File: src/rtl/hm_pkg.sv
package hm_pkg;
  typedef enum logic [1:0] {
    V_MATCH = 2'd0,
    V_EARLY = 2'd1,
    V_LATE  = 2'd2
  } verdict_e;

  typedef enum logic {
    S_WAIT_HI = 1'b0,
    S_SEEK    = 1'b1
  } state_e;
endpackage

File: src/rtl/hm_classify.sv
module hm_classify
  import hm_pkg::*;
#(
  parameter int TIME_W = 40,
  parameter int WIN_W  = 16,
  parameter int RISE_W = 8
) (
  input  logic [TIME_W-1:0] hi_t,
  input  logic [TIME_W-1:0] lo_t,
  input  logic [WIN_W-1:0]  win,
  output verdict_e          verdict,
  output logic [RISE_W-1:0] rise
);
  localparam int DW = TIME_W + 1;

  logic [DW-1:0]     diff;
  logic [TIME_W-1:0] mag;
  logic              late;
  logic              early;
  logic              over;

  always_comb begin
    diff  = {1'b0, hi_t} - {1'b0, lo_t};
    late  = diff[DW-1];
    mag   = diff[TIME_W-1:0];
    early = !late && (mag > TIME_W'(win));
    over  = |mag[TIME_W-1:RISE_W];
    rise  = over ? {RISE_W{1'b1}} : mag[RISE_W-1:0];
    if (late)       verdict = V_LATE;
    else if (early) verdict = V_EARLY;
    else            verdict = V_MATCH;
  end
endmodule

File: src/rtl/hm_ctrl.sv
module hm_ctrl
  import hm_pkg::*;
(
  input  logic     clk,
  input  logic     rst,
  input  logic     hi_empty,
  input  logic     lo_empty,
  input  verdict_e verdict,
  output logic     hi_pop,
  output logic     lo_pop,
  output logic     emit
);
  state_e state, state_nx;

  always_comb begin
    state_nx = state;
    hi_pop   = 1'b0;
    lo_pop   = 1'b0;
    emit     = 1'b0;
    unique case (state)
      S_WAIT_HI: if (!hi_empty) state_nx = S_SEEK;
      S_SEEK: begin
        if (hi_empty) begin
          state_nx = S_WAIT_HI;
        end else if (!lo_empty) begin
          unique case (verdict)
            V_MATCH: begin
              hi_pop   = 1'b1;
              lo_pop   = 1'b1;
              emit     = 1'b1;
              state_nx = S_WAIT_HI;
            end
            V_LATE: begin
              hi_pop   = 1'b1;
              lo_pop   = 1'b1;
              state_nx = S_WAIT_HI;
            end
            default: lo_pop = 1'b1;
          endcase
        end
      end
      default: state_nx = S_WAIT_HI;
    endcase
  end

  always_ff @(posedge clk) begin
    if (rst) state <= S_WAIT_HI;
    else     state <= state_nx;
  end
endmodule

File: src/rtl/hm_format.sv
module hm_format #(
  parameter int TIME_W = 40,
  parameter int BLK_W  = 6,
  parameter int RISE_W = 8
) (
  input  logic              clk,
  input  logic              rst,
  input  logic              emit,
  input  logic [BLK_W-1:0]  blk_in,
  input  logic [TIME_W-1:0] time_in,
  input  logic [RISE_W-1:0] rise_in,
  output logic              valid,
  output logic [BLK_W-1:0]  blk,
  output logic [TIME_W-1:0] tim,
  output logic [RISE_W-1:0] rise
);
  always_ff @(posedge clk) begin
    if (rst) begin
      valid <= 1'b0;
      blk   <= '0;
      tim   <= '0;
      rise  <= '0;
    end else begin
      valid <= emit;
      if (emit) begin
        blk  <= blk_in;
        tim  <= time_in;
        rise <= rise_in;
      end
    end
  end
endmodule

File: src/rtl/hit_matcher.sv
module hit_matcher
  import hm_pkg::*;
#(
  parameter int TIME_W = 40,
  parameter int WIN_W  = 16,
  parameter int BLK_W  = 6,
  parameter int RISE_W = 8
) (
  input  logic              clk,
  input  logic              rst,
  input  logic [WIN_W-1:0]  match_win,
  input  logic [BLK_W-1:0]  block_id,
  input  logic [TIME_W-1:0] hi_time,
  input  logic              hi_empty,
  output logic              hi_pop,
  input  logic [TIME_W-1:0] lo_time,
  input  logic              lo_empty,
  output logic              lo_pop,
  output logic              prim_valid,
  output logic [BLK_W-1:0]  prim_block,
  output logic [TIME_W-1:0] prim_time,
  output logic [RISE_W-1:0] prim_rise
);
  logic [WIN_W-1:0]  win_q;
  verdict_e          verdict;
  logic [RISE_W-1:0] rise_c;
  logic              emit;

  always_ff @(posedge clk) begin
    if (rst) win_q <= '0;
    else     win_q <= match_win;
  end

  hm_classify #(.TIME_W(TIME_W), .WIN_W(WIN_W), .RISE_W(RISE_W)) u_cls (
    .hi_t(hi_time), .lo_t(lo_time), .win(win_q),
    .verdict(verdict), .rise(rise_c)
  );

  hm_ctrl u_ctrl (
    .clk(clk), .rst(rst), .hi_empty(hi_empty), .lo_empty(lo_empty),
    .verdict(verdict), .hi_pop(hi_pop), .lo_pop(lo_pop), .emit(emit)
  );

  hm_format #(.TIME_W(TIME_W), .BLK_W(BLK_W), .RISE_W(RISE_W)) u_fmt (
    .clk(clk), .rst(rst), .emit(emit),
    .blk_in(block_id), .time_in(lo_time), .rise_in(rise_c),
    .valid(prim_valid), .blk(prim_block), .tim(prim_time), .rise(prim_rise)
  );
endmodule

File: config.mk
export PLATFORM = sky130hd
export DESIGN_NAME = hit_matcher
export DESIGN_NICKNAME = d
export VERILOG_FILES = /design/src/rtl/hm_pkg.sv /design/src/rtl/hm_classify.sv /design/src/rtl/hm_ctrl.sv /design/src/rtl/hm_format.sv /design/src/rtl/hit_matcher.sv
export SDC_FILE = /design/constraint.sdc
export NUM_CORES = 1
export LEC_CHECK = 0
export CORE_ASPECT_RATIO = 1.2
export CORE_UTILIZATION = 48
export CTS_BUF_LIST = sky130_fd_sc_hd__clkbuf_2 sky130_fd_sc_hd__clkbuf_4 sky130_fd_sc_hd__clkbuf_8
export DETAILED_ROUTE_END_ITERATION = 8
export PLACE_DENSITY = 0.86
export REMOVE_ABC_BUFFERS = 1
export SYNTH_ARGS = -nofsm -noshare
export SYNTH_HDL_FRONTEND = slang
export SYNTH_SLANG_ARGS = --single-unit
File: constraint.sdc
create_clock -name clk -period 17.8 [get_ports clk]
set_clock_uncertainty 0.2 [all_clocks]
set_input_delay 3.56 -clock clk [delete_from_list [all_inputs] [get_ports clk]]
set_output_delay 3.56 -clock clk [all_outputs]
set_load 0.01 [all_outputs]
==> results of run 1 <==
==> worst paths after layout <==
kind	slack, ns	from	end
worst max register to register	13.76	win_q[4]	u_fmt.rise[2]
worst min register to register	0.27	u_fmt.tim[30]	u_fmt.tim[30]
worst min-delay path	0.27	u_fmt.tim[30]	u_fmt.tim[30]
worst max-delay path	5.10	lo_time[4]	hi_pop
==> layout by cell type (no fill, tap or decap), types with 5 or more instances in the layout <==
cell	count
sky130_fd_sc_hd__o21ai_1	6
sky130_fd_sc_hd__a21oi_1	105
sky130_fd_sc_hd__nand2b_1	11
sky130_fd_sc_hd__and2_1	6
sky130_fd_sc_hd__o2111ai_1	5
sky130_fd_sc_hd__o21a_1	19
sky130_fd_sc_hd__clkbuf_8	9
sky130_fd_sc_hd__buf_4	6
sky130_fd_sc_hd__clkdlybuf4s50_1	161
sky130_fd_sc_hd__ha_1	56
sky130_fd_sc_hd__a21o_1	13
sky130_fd_sc_hd__a311oi_1	9
sky130_fd_sc_hd__nand2_1	51
sky130_fd_sc_hd__xnor2_1	11
sky130_fd_sc_hd__dfxtp_1	72
sky130_fd_sc_hd__o211ai_1	9
sky130_fd_sc_hd__o21ai_0	27
sky130_fd_sc_hd__nand3_1	17
sky130_fd_sc_hd__o22ai_1	5
sky130_fd_sc_hd__o31ai_1	52
sky130_fd_sc_hd__xor2_1	6
sky130_fd_sc_hd__nor2_1	41
sky130_fd_sc_hd__nor2b_1	19
sky130_fd_sc_hd__nor4_1	11
sky130_fd_sc_hd__a31oi_1	15
sky130_fd_sc_hd__a2111oi_0	5
sky130_fd_sc_hd__mux2i_1	5
sky130_fd_sc_hd__inv_1	70
sky130_fd_sc_hd__nor3_1	14
sky130_fd_sc_hd__nand4_1	67
==> cell type report <==
class	count	share of cell area, %
repair buffers	168	20.2
clock buffers	10	1.60
inverters	70	3.20
clock inverters	5	0.989
well taps	164	2.50
multi-input cells	657	54.0
flip-flops and latches	72	17.5
==> layer usage <==
| metal | track usage, % | part of all wire [%] |
|---|---|---|
| met5 | 0 | 0 |
| met4 | 19.0 | 5.1 |
| met3 | 6.59 | 6.7 |
| met2 | 58.0 | 51 |
| met1 | 32.6 | 37 |
==> registers in the layout, summed over array words and instances (netlist names) <==
name          count
u_fmt.valid       1
u_fmt.blk         6
win_q            16
u_fmt.tim        40
u_ctrl.state      1
u_fmt.rise        8
==> power by group through the flow <==
stage / registers (mW) / clock network (mW) / logic, mW
2_1_floorplan: 0.167 / 0 / 0.116
3_3_place_gp: 0.167 / 0 / 0.180
3_5_place_dp: 0.167 / 0 / 0.182
4_1_cts: 0.164 / 0.148 / 0.183
5_1_grt: 0.164 / 0.156 / 0.204
6_report: 0.163 / 0.147 / 0.187
==> worst max-delay path, cell delays in order <==
cell                              delay (ns)
sky130_fd_sc_hd__clkdlybuf4s50_1        0.48
sky130_fd_sc_hd__inv_1                  0.05
sky130_fd_sc_hd__ha_1                   0.34
sky130_fd_sc_hd__a21o_1                 0.24
sky130_fd_sc_hd__nand2b_1               0.16
sky130_fd_sc_hd__o21ai_1                0.28
sky130_fd_sc_hd__nand3_1                0.11
sky130_fd_sc_hd__a31oi_1                0.22
sky130_fd_sc_hd__xnor2_1                0.14
sky130_fd_sc_hd__ha_1                   0.34
sky130_fd_sc_hd__nand4_1                0.17
sky130_fd_sc_hd__nor4_1                 0.32
sky130_fd_sc_hd__a41oi_1                0.11
sky130_fd_sc_hd__nor2_1                 0.13
sky130_fd_sc_hd__o2111ai_1              0.12
sky130_fd_sc_hd__or4_4                  0.46
sky130_fd_sc_hd__or4_4                  0.76
sky130_fd_sc_hd__o21ai_1                0.26
sky130_fd_sc_hd__and2_1                 0.14
sky130_fd_sc_hd__clkdlybuf4s50_1        0.52
==> through the flow <==
step	utilization [%]	setup slack, ns	cells
after floorplan	-	6.63	799
after global placement	62.4	5.29	1131
after detailed placement	62.4	5.14	1131
after CTS	64.1	5.11	1146
after global routing	64.1	4.83	1146
final	64.1	5.10	1146
==> kinds of logic (layout without fill, tap and decap cells) <==
family / count (synthesis) / count (layout) / synth area share, %
DFF: 72 / 72 / 22.6
AOI/OAI and AO/OA: 305 / 305 / 31.3
and+or+nand+nor: 273 / 273 / 23.6
buffers and inverters: 129 / 253 / 8.13
adders and majority gates: 57 / 57 / 11.3
xor gates and xnor gates: 17 / 17 / 2.33
muxes: 5 / 5 / 0.784
==> flow_metrics.tcl, run 1 <==
set metrics [dict create \
    run_status "completed" \
    hold_viol_final 0 \
    critPathMaxFanout 48 \
    total_die_area_sq_um 13800 \
    grt_pass1_vias 6997 \
    synth.ff_latch_count 72 \
    synth_enable_flop_cells 0 \
    critical_path_endpoint_category "output port" \
    synth_async_sr_flop_share_pct 0 \
    num_io_pins 163 \
    finalPower_mw 0.497 \
    multiInputGateArea_sq_um 4440 \
    power.combinational.fraction_pct 37.5 \
    ir_drop_mv 0.0389 \
    floorplan.die.width_um 107 \
    placement_rows 45 \
    grt_max_degree 73 \
    place.detailed.hpwl_mm 16.7 \
    remaining_antenna_violation_count 0 \
    synth_largest_type_area_fraction_pct 22.6 \
    htree_levels 3 \
    p_leak_nw 3.05 \
    drt-wirelength-per-cell_um 19.2 \
    timing.final.crit_period_ns 12.70 \
    drt_iter0_drc 426 \
    remaining_drc_errors 0 \
    via_count 7257 \
    cts_tree "yes" \
    timing.hold.ws_ns 0.270 \
    relSlewSlack_pct 6.26 \
    number_of_sinks_handled_by_clock_tree_synthesis 72 \
    start_util_pct 49.7 \
    drv_cap 0 \
    switching_fraction_pct 35.5 \
    netlist-cell-type-count 68 \
    power_switching_mw 0.177 \
    ys.flop_type "sky130_fd_sc_hd__dfxtp_1" \
    synth_top_cell_by_area "sky130_fd_sc_hd__dfxtp_1" \
    synth_cells 858 \
    timing_worst_slew_pin_value_ns 1.39 \
    syn_area_per_cell_sq_um 7.44 \
    cp_startpoint_kind "input pin" \
    yosys-top-cells-count "105 x sky130_fd_sc_hd__a21oi_1, 72 x sky130_fd_sc_hd__dfxtp_1, 70 x sky130_fd_sc_hd__inv_1" \
    final_cell_area_sq_um 8220 \
    post-cts-setup-buffers 0 \
    setup_violators_final 0 \
    synthesis.yosys.warnings 0 \
    final_critical_path_share_of_the_clock_period_pct 71.3 \
    top_post_synthesis_cells_by_area "sky130_fd_sc_hd__dfxtp_1 23%, sky130_fd_sc_hd__ha_1 11%, sky130_fd_sc_hd__a21oi_1 8.2%" \
    cp.required_ns 14.04 \
    postCtsResizedCells 0 \
    vias_per_cell 6.33 \
    cp_class "input pin to output port" \
    numPortBuffers 162 \
    cts_inserted_buffers 9 \
    n_diodes 0 \
    placed_area_sq_um 8010 \
    detail_route.first_pass.iterations 6 \
    max_clock_freq_mhz 78.8 \
    globalRouteOverflowTotal 0 \
    reg2reg_depth 12 \
    yosysSeqAreaShare_pct 22.6 \
    drt-total-wl_mm 22.0 \
    whs_path_depth 2 \
    finish.net_count 1141 \
    rsz_0062_raised_after_global_routing "false" \
    worst_skew_pair.late_latency_ns 0.36 \
    grt_pass1_wl_mm 34.2 \
    clock_tree.root_cell "sky130_fd_sc_hd__clkbuf_8" \
    design.core.area_sq_um 12800 \
    floorplan.die.height_um 128 \
    synth_area_sq_um 6380 \
    p_int_mw 0.321 \
    timing_max_transition_violations_final 0 \
    areaGrowthSynthToFinish_pct 28.8 \
    power.clock.fraction_pct 29.6 \
    drive_gt1_share_pct 3.87 \
    fill_cells 1139 \
    clkTransAtPathRegs_ns 0.07 \
    p_seq_share_pct 32.9 \
    gpl.final_weighted_congestion 0.990 \
    global_route.usage.total_pct 31.5 \
    hold_path.class "register to register" \
    setup_tns_ns 0 \
    layout.area.seq_sq_um 1440 \
    yosysMostFrequentCell "sky130_fd_sc_hd__a21oi_1" \
    power_per_cell_area_nw_per_um2 60.5 \
    timing.critical_path.arrival_ns 8.94 \
    antenna_found_initial 0 \
    clock_path_buffers 2 \
    hold_buf_count_cts 0 \
]
Note: power is estimated with default switching activity, not from simulation.
==> inputs of run 2 (changes only) <==
==> constraint.sdc (replaced) <==
create_clock -name clk -period 13.09 [get_ports clk]
set_clock_uncertainty 0.2 [all_clocks]
set_input_delay 2.618 -clock clk [delete_from_list [all_inputs] [get_ports clk]]
set_output_delay 2.618 -clock clk [all_outputs]
set_load 0.01 [all_outputs]
==> run 2 against run 1 <==
Net effect:
- via count rose by 0.25%
- sequential cell count stayed put
- die area unchanged
- first-iteration DRC count fell by 6.3%
- clock power is 16% higher
- cell count is essentially flat
- register-to-register slack worse by 4.7 ns
- critical path type unchanged
==> flow_metrics.tcl, run 2 (same netlist as run 1, synthesis figures left out) <==
set metrics [dict create \
    cp_startpoint_kind "input pin" \
    floorplan.die.height_um 128 \
    detail_route.first_pass.iterations 5 \
    vias_per_cell 6.34 \
    power_switching_mw 0.245 \
    max_clock_freq_mhz 92.3 \
    commonest_cells_after_routing_fill_and_taps_aside "161 x sky130_fd_sc_hd__clkdlybuf4s50_1, 105 x sky130_fd_sc_hd__a21oi_1, 72 x sky130_fd_sc_hd__dfxtp_1" \
    drt-wirelength-per-cell_um 19.4 \
    drt_iter0_drc 399 \
    timing_worst_slew_pin_value_ns 1.22 \
    min-delay-start "u_fmt.tim[14]" \
    place.detailed.hpwl_mm 17.0 \
    finish.net_count 1141 \
    reg_top3 "u_fmt.tim: 40 flops, win_q: 16 flops, u_fmt.rise: 8 flops" \
    ir_drop_mv 0.0856 \
    num_io_pins 163 \
    p_seq_share_pct 34.4 \
    critical_path.reg2reg.endpoint "u_fmt.rise[0]" \
    globalRouteOverflowTotal 0 \
    finalPower_mw 0.646 \
    cts_tree "yes" \
    fill_cells 1185 \
    number_of_sinks_handled_by_clock_tree_synthesis 72 \
    grt_max_degree 73 \
    start_util_pct 49.7 \
    whs_endpoint "u_fmt.tim[14]" \
    power.clock.fraction_pct 26.3 \
    htree_levels 3 \
    relSlewSlack_pct 17.9 \
    clock_path_buffers 2 \
    total_die_area_sq_um 13800 \
    cts_inserted_buffers 9 \
    remaining_antenna_violation_count 0 \
    n_diodes 0 \
    largest-register "u_fmt.tim" \
    whs_path_depth 2 \
    final_critical_path_share_of_the_clock_period_pct 82.8 \
    critical_path_endpoint_category "output port" \
    timing.critical_path.arrival_ns 8.02 \
    reg2reg_depth 12 \
    run_status "completed" \
    multiInputGateArea_sq_um 4440 \
    layout.area.seq_sq_um 1440 \
    power.combinational.fraction_pct 39.2 \
    postCtsResizedCells 0 \
    drt-total-wl_mm 22.3 \
    worst_r2r_startpoint "win_q[4]" \
    gpl.final_weighted_congestion 0.970 \
    timing.final.crit_period_ns 10.84 \
    post-cts-setup-buffers 0 \
    rsz_0062_raised_after_global_routing "false" \
    setup_violators_final 0 \
    floorplan.die.width_um 107 \
    drv_cap 0 \
    design.core.area_sq_um 12800 \
    areaGrowthSynthToFinish_pct 28.3 \
    clock_tree.root_cell "sky130_fd_sc_hd__clkbuf_8" \
    reg2reg_slack_ns 9.03 \
    hold_buf_count_cts 0 \
    grt_pass1_vias 7307 \
    remaining_drc_errors 0 \
    cp.required_ns 10.27 \
    hold_viol_final 0 \
    via_count 7275 \
    drive_gt1_share_pct 3.97 \
    layout.cells.most_common "sky130_fd_sc_hd__clkdlybuf4s50_1" \
    grt_pass1_wl_mm 34.9 \
    switching_fraction_pct 37.9 \
    clkTransAtPathRegs_ns 0.08 \
    cp_class "input pin to output port" \
    p_int_mw 0.402 \
    antenna_found_initial 0 \
    numPortBuffers 162 \
    worst_skew_pair.late_latency_ns 0.37 \
    placement_rows 45 \
    p_leak_nw 3.03 \
    power_per_cell_area_nw_per_um2 78.9 \
    critPathMaxFanout 48 \
    timing_max_transition_violations_final 0 \
    largest_reg_flops 40 \
    global_route.usage.total_pct 32.1 \
    setup_tns_ns 0 \
    hold_path.class "register to register" \
]
## run 2: changes by cell type in the layout (fill, tap and decap cells not counted), sizes merged
cell,previous run,this run
clkinvlp,1,2
bufinv,2,0
clkinv,1,3
## run 2: how the worst max path moves through the flow
| stage | startpoint | endpoint | slack, ns | cells past startpoint |
|---|---|---|---|---|
| final | hi_time[0] | hi_pop | 2.25 | 21 |
| after global routing | hi_time[0] | hi_pop | 1.88 | 21 |
| after CTS | hi_time[0] | hi_pop | 2.28 | 20 |
| after detailed placement | lo_time[8] | hi_pop | 2.34 | 19 |
| after global placement | lo_time[8] | hi_pop | 2.45 | 19 |
| after floorplan | lo_time[4] | hi_pop | 3.80 | 18 |
## run 2: power groups by stage
stage	logic, mW	clock network [mW]	registers (mW)
2_1_floorplan	0.158	0	0.227
3_3_place_gp	0.246	0	0.227
3_5_place_dp	0.248	0	0.228
4_1_cts	0.250	0.170	0.222
5_1_grt	0.278	0.180	0.223
6_report	0.254	0.170	0.222
## run 2: routing by layer
metal  part of all wire [%]  track usage [%]  vias to the layer above
li1                       -                -                     3498
met3                    7.1             6.99                       89
met1                     37             33.3                     3327
met2                     50             58.3                      361
met4                    5.8             20.8                        0
met5                      0                0                        -
## run 2: cell type report
type                       count  share of cell area [%]
clock buffer                  10                    1.68
multi-input combinational    657                    54.2
sequential                    72                    17.6
tap                          164                    2.51
clock inverter                 6                   0.519
inverter                      70                    3.21
timing repair buffer         168                    20.3
## run 2: stage by stage
stage	cell area (sq um)	hold slack (ns)	util [%]	instances	setup WS (ns)
6_report	8190	0.269	63.8	1147	2.25
3_3_place_gp	8010	0.250	62.4	1131	2.45
3_5_place_dp	8010	0.259	62.4	1131	2.34
5_1_grt	8190	0.296	63.8	1147	1.88
4_1_cts	8190	0.270	63.8	1147	2.28
2_1_floorplan	6130	0.217	-	799	3.80
## run 2: critical path, cell delays in order
cell                              delay [ns]
sky130_fd_sc_hd__clkdlybuf4s50_1        0.45
sky130_fd_sc_hd__inv_1                  0.04
sky130_fd_sc_hd__ha_1                   0.22
sky130_fd_sc_hd__fa_1                   0.42
sky130_fd_sc_hd__nor2b_1                0.19
sky130_fd_sc_hd__o2111ai_1              0.19
sky130_fd_sc_hd__a21o_1                 0.29
sky130_fd_sc_hd__nand3_1                0.15
sky130_fd_sc_hd__xor2_1                 0.24
sky130_fd_sc_hd__ha_1                   0.29
sky130_fd_sc_hd__nand4_1                0.14
sky130_fd_sc_hd__a211oi_1               0.06
sky130_fd_sc_hd__o31ai_1                0.08
sky130_fd_sc_hd__a41oi_1                0.21
sky130_fd_sc_hd__nor2_1                 0.13
sky130_fd_sc_hd__o2111ai_1              0.12
sky130_fd_sc_hd__or4_4                  0.46
sky130_fd_sc_hd__or4_4                  0.76
sky130_fd_sc_hd__o21ai_1                0.28
sky130_fd_sc_hd__and2_1                 0.15
sky130_fd_sc_hd__clkdlybuf4s50_1        0.52
==> inputs of run 3 (changes only) <==
==> constraint.sdc (replaced) <==
create_clock -name clk -period 10.7 [get_ports clk]
set_clock_uncertainty 0.2 [all_clocks]
set_input_delay 2.14 -clock clk [delete_from_list [all_inputs] [get_ports clk]]
set_output_delay 2.14 -clock clk [all_outputs]
set_load 0.01 [all_outputs]
==> run 3 against run 2 <==
Net effect:
- critical path depth fell by 1
- global-route usage rose by 0.93 points
- largest power group unchanged
- worst hold slack got worse by 0.013 ns
==> flow_metrics.tcl, run 3 (same netlist as run 1, synthesis figures left out) <==
set metrics [dict create \
    run_status "completed" \
    worst_r2r_startpoint "win_q[4]" \
    rsz_0062_raised_after_global_routing "false" \
    reg_top3 "u_fmt.tim: 40 flops, win_q: 16 flops, u_fmt.rise: 8 flops" \
    post_route_non_filler_standard_cell_count 1148 \
    detail_route.first_pass.iterations 5 \
    cp-endpoint "hi_pop" \
    drt-wirelength-per-cell_um 19.7 \
    largest-register "u_fmt.tim" \
    postCtsResizedCells 0 \
    grt_max_degree 73 \
    drive_gt1_share_pct 3.97 \
    timing.final.crit_period_ns 9.61 \
    critical_path_endpoint_category "output port" \
    remaining_drc_errors 0 \
    multiInputGateArea_sq_um 4440 \
    hold_buf_count_cts 0 \
    clock_tree.root_cell "sky130_fd_sc_hd__clkbuf_8" \
    design.core.area_sq_um 12800 \
    finalPower_mw 0.803 \
    worstSetupStartpoint "lo_time[4]" \
    ir_drop_mv 0.0687 \
    reg2reg_depth 13 \
    inst_count_dp 1133 \
    via_count 7363 \
    drt_iter0_drc 523 \
    timing.critical_path.arrival_ns 7.27 \
    final_critical_path_share_of_the_clock_period_pct 89.8 \
    floorplan.die.width_um 107 \
    hold_viol_final 0 \
    htree_levels 3 \
    drt-total-wl_mm 22.6 \
    hold_path.class "register to register" \
    p_leak_nw 3.04 \
    drv_cap 0 \
    numPortBuffers 162 \
    remaining_antenna_violation_count 0 \
    grt_pass1_wl_mm 35.9 \
    cp.required_ns 8.36 \
    met3_length_mm 1.55 \
    number_of_sinks_handled_by_clock_tree_synthesis 72 \
    met2RoutedLength_mm 11.1 \
    total_die_area_sq_um 13800 \
    setup_tns_ns 0 \
    place.detailed.hpwl_mm 17.0 \
    clkTransAtPathRegs_ns 0.08 \
    grt_pass1_vias 7269 \
    relSlewSlack_pct 28.1 \
    start_util_pct 49.7 \
    m1WireLength_mm 8.60 \
    timing_max_transition_violations_final 0 \
    largest_reg_flops 40 \
    post-cts-setup-buffers 0 \
    commonest_cells_after_routing_fill_and_taps_aside "161 x sky130_fd_sc_hd__clkdlybuf4s50_1, 105 x sky130_fd_sc_hd__a21oi_1, 72 x sky130_fd_sc_hd__dfxtp_1" \
    areaGrowthSynthToFinish_pct 28.6 \
    global_route.usage.total_pct 33.0 \
    antenna_found_initial 1 \
    timing_worst_slew_pin_value_ns 1.08 \
    timing.hold.ws_ns 0.255 \
    fill_cells 1173 \
    cp_startpoint_kind "input pin" \
    gpl.final_weighted_congestion 1.01 \
    vias_per_cell 6.41 \
    layout.area.seq_sq_um 1440 \
    worst_skew_pair.late_latency_ns 0.37 \
    cp_class "input pin to output port" \
    topRoutingLayerUsed "met4" \
    finish.net_count 1143 \
    layout.cells.most_common "sky130_fd_sc_hd__clkdlybuf4s50_1" \
    setup_violators_final 0 \
    reg2reg_slack_ns 6.62 \
    critPathMaxFanout 6 \
    cts_tree "yes" \
    placement_rows 45 \
    max_clock_freq_mhz 104 \
    num_io_pins 163 \
    cts_inserted_buffers 9 \
    globalRouteOverflowTotal 0 \
    clock_path_buffers 2 \
    floorplan.die.height_um 128 \
    power_per_cell_area_nw_per_um2 97.8 \
    critical_path.reg2reg.endpoint "u_fmt.rise[2]" \
]
-- run 3: metal layers --
layer	vias up	GRT usage (%)
met5	-	0
met2	369	57.5
li1	3492	-
met1	3405	35.6
met3	97	8.36
met4	0	21.4
-- run 3: final cells by class --
cell class                      instances  share of cell area [%]
Antenna cell                            1                  0.0305
Inverter                               70                    3.20
Timing Repair Buffer                  170                    20.4
Clock buffer                            9                    1.51
Clock inverter                          5                   0.716
Tap cell                              164                    2.50
Sequential cell                        72                    17.6
Multi-Input combinational cell        657                    54.1
-- run 3: worst min-delay path by stage --
stage	endpoint	slack, ns	from	cells after the start
global route	u_fmt.tim[27]	0.28	u_fmt.tim[27]	2
CTS	u_ctrl.state	0.26	u_ctrl.state	1
global placement	u_ctrl.state	0.24	u_ctrl.state	1
finish	u_ctrl.state	0.26	u_ctrl.state	1
detailed placement	u_ctrl.state	0.24	u_ctrl.state	1
floorplan	u_ctrl.state	0.22	u_ctrl.state	1
-- run 3: per-stage QoR --
| step | util [%] | cell area (sq um) | worst slack [ns] |
|---|---|---|---|
| after detailed placement | 62.5 | 8030 | 1.19 |
| after floorplan | - | 6130 | 2.37 |
| after global placement | 62.5 | 8030 | 1.31 |
| after CTS | 63.9 | 8210 | 1.18 |
| final | 64.0 | 8210 | 1.09 |
| after global routing | 63.9 | 8210 | 0.718 |
-- run 3: critical path, stage by stage --
cell	delay (ns)
sky130_fd_sc_hd__clkdlybuf4s50_1	0.48
sky130_fd_sc_hd__inv_1	0.05
sky130_fd_sc_hd__ha_1	0.33
sky130_fd_sc_hd__a21o_1	0.23
sky130_fd_sc_hd__nand2b_1	0.16
sky130_fd_sc_hd__o21ai_1	0.31
sky130_fd_sc_hd__nand3_1	0.12
sky130_fd_sc_hd__a31oi_1	0.23
sky130_fd_sc_hd__xnor2_1	0.12
sky130_fd_sc_hd__ha_1	0.33
sky130_fd_sc_hd__nand4_1	0.15
sky130_fd_sc_hd__nor4_1	0.30
sky130_fd_sc_hd__a41oi_1	0.11
sky130_fd_sc_hd__nor2_1	0.15
sky130_fd_sc_hd__o2111ai_1	0.12
sky130_fd_sc_hd__or4_4	0.49
sky130_fd_sc_hd__or4_4	0.51
sky130_fd_sc_hd__o21ai_1	0.26
sky130_fd_sc_hd__and2_1	0.16
sky130_fd_sc_hd__clkdlybuf4s50_1	0.53
-- run 3: where the power goes --
part / switching (mW) / total [mW] / internal, mW / leakage, nW
Sequential: 0.000897 / 0.272 / 0.271 / 0.584
Combinational: 0.182 / 0.312 / 0.130 / 2.36
Clock: 0.114 / 0.219 / 0.105 / 0.0876
Total: 0.297 / 0.803 / 0.506 / 3.04
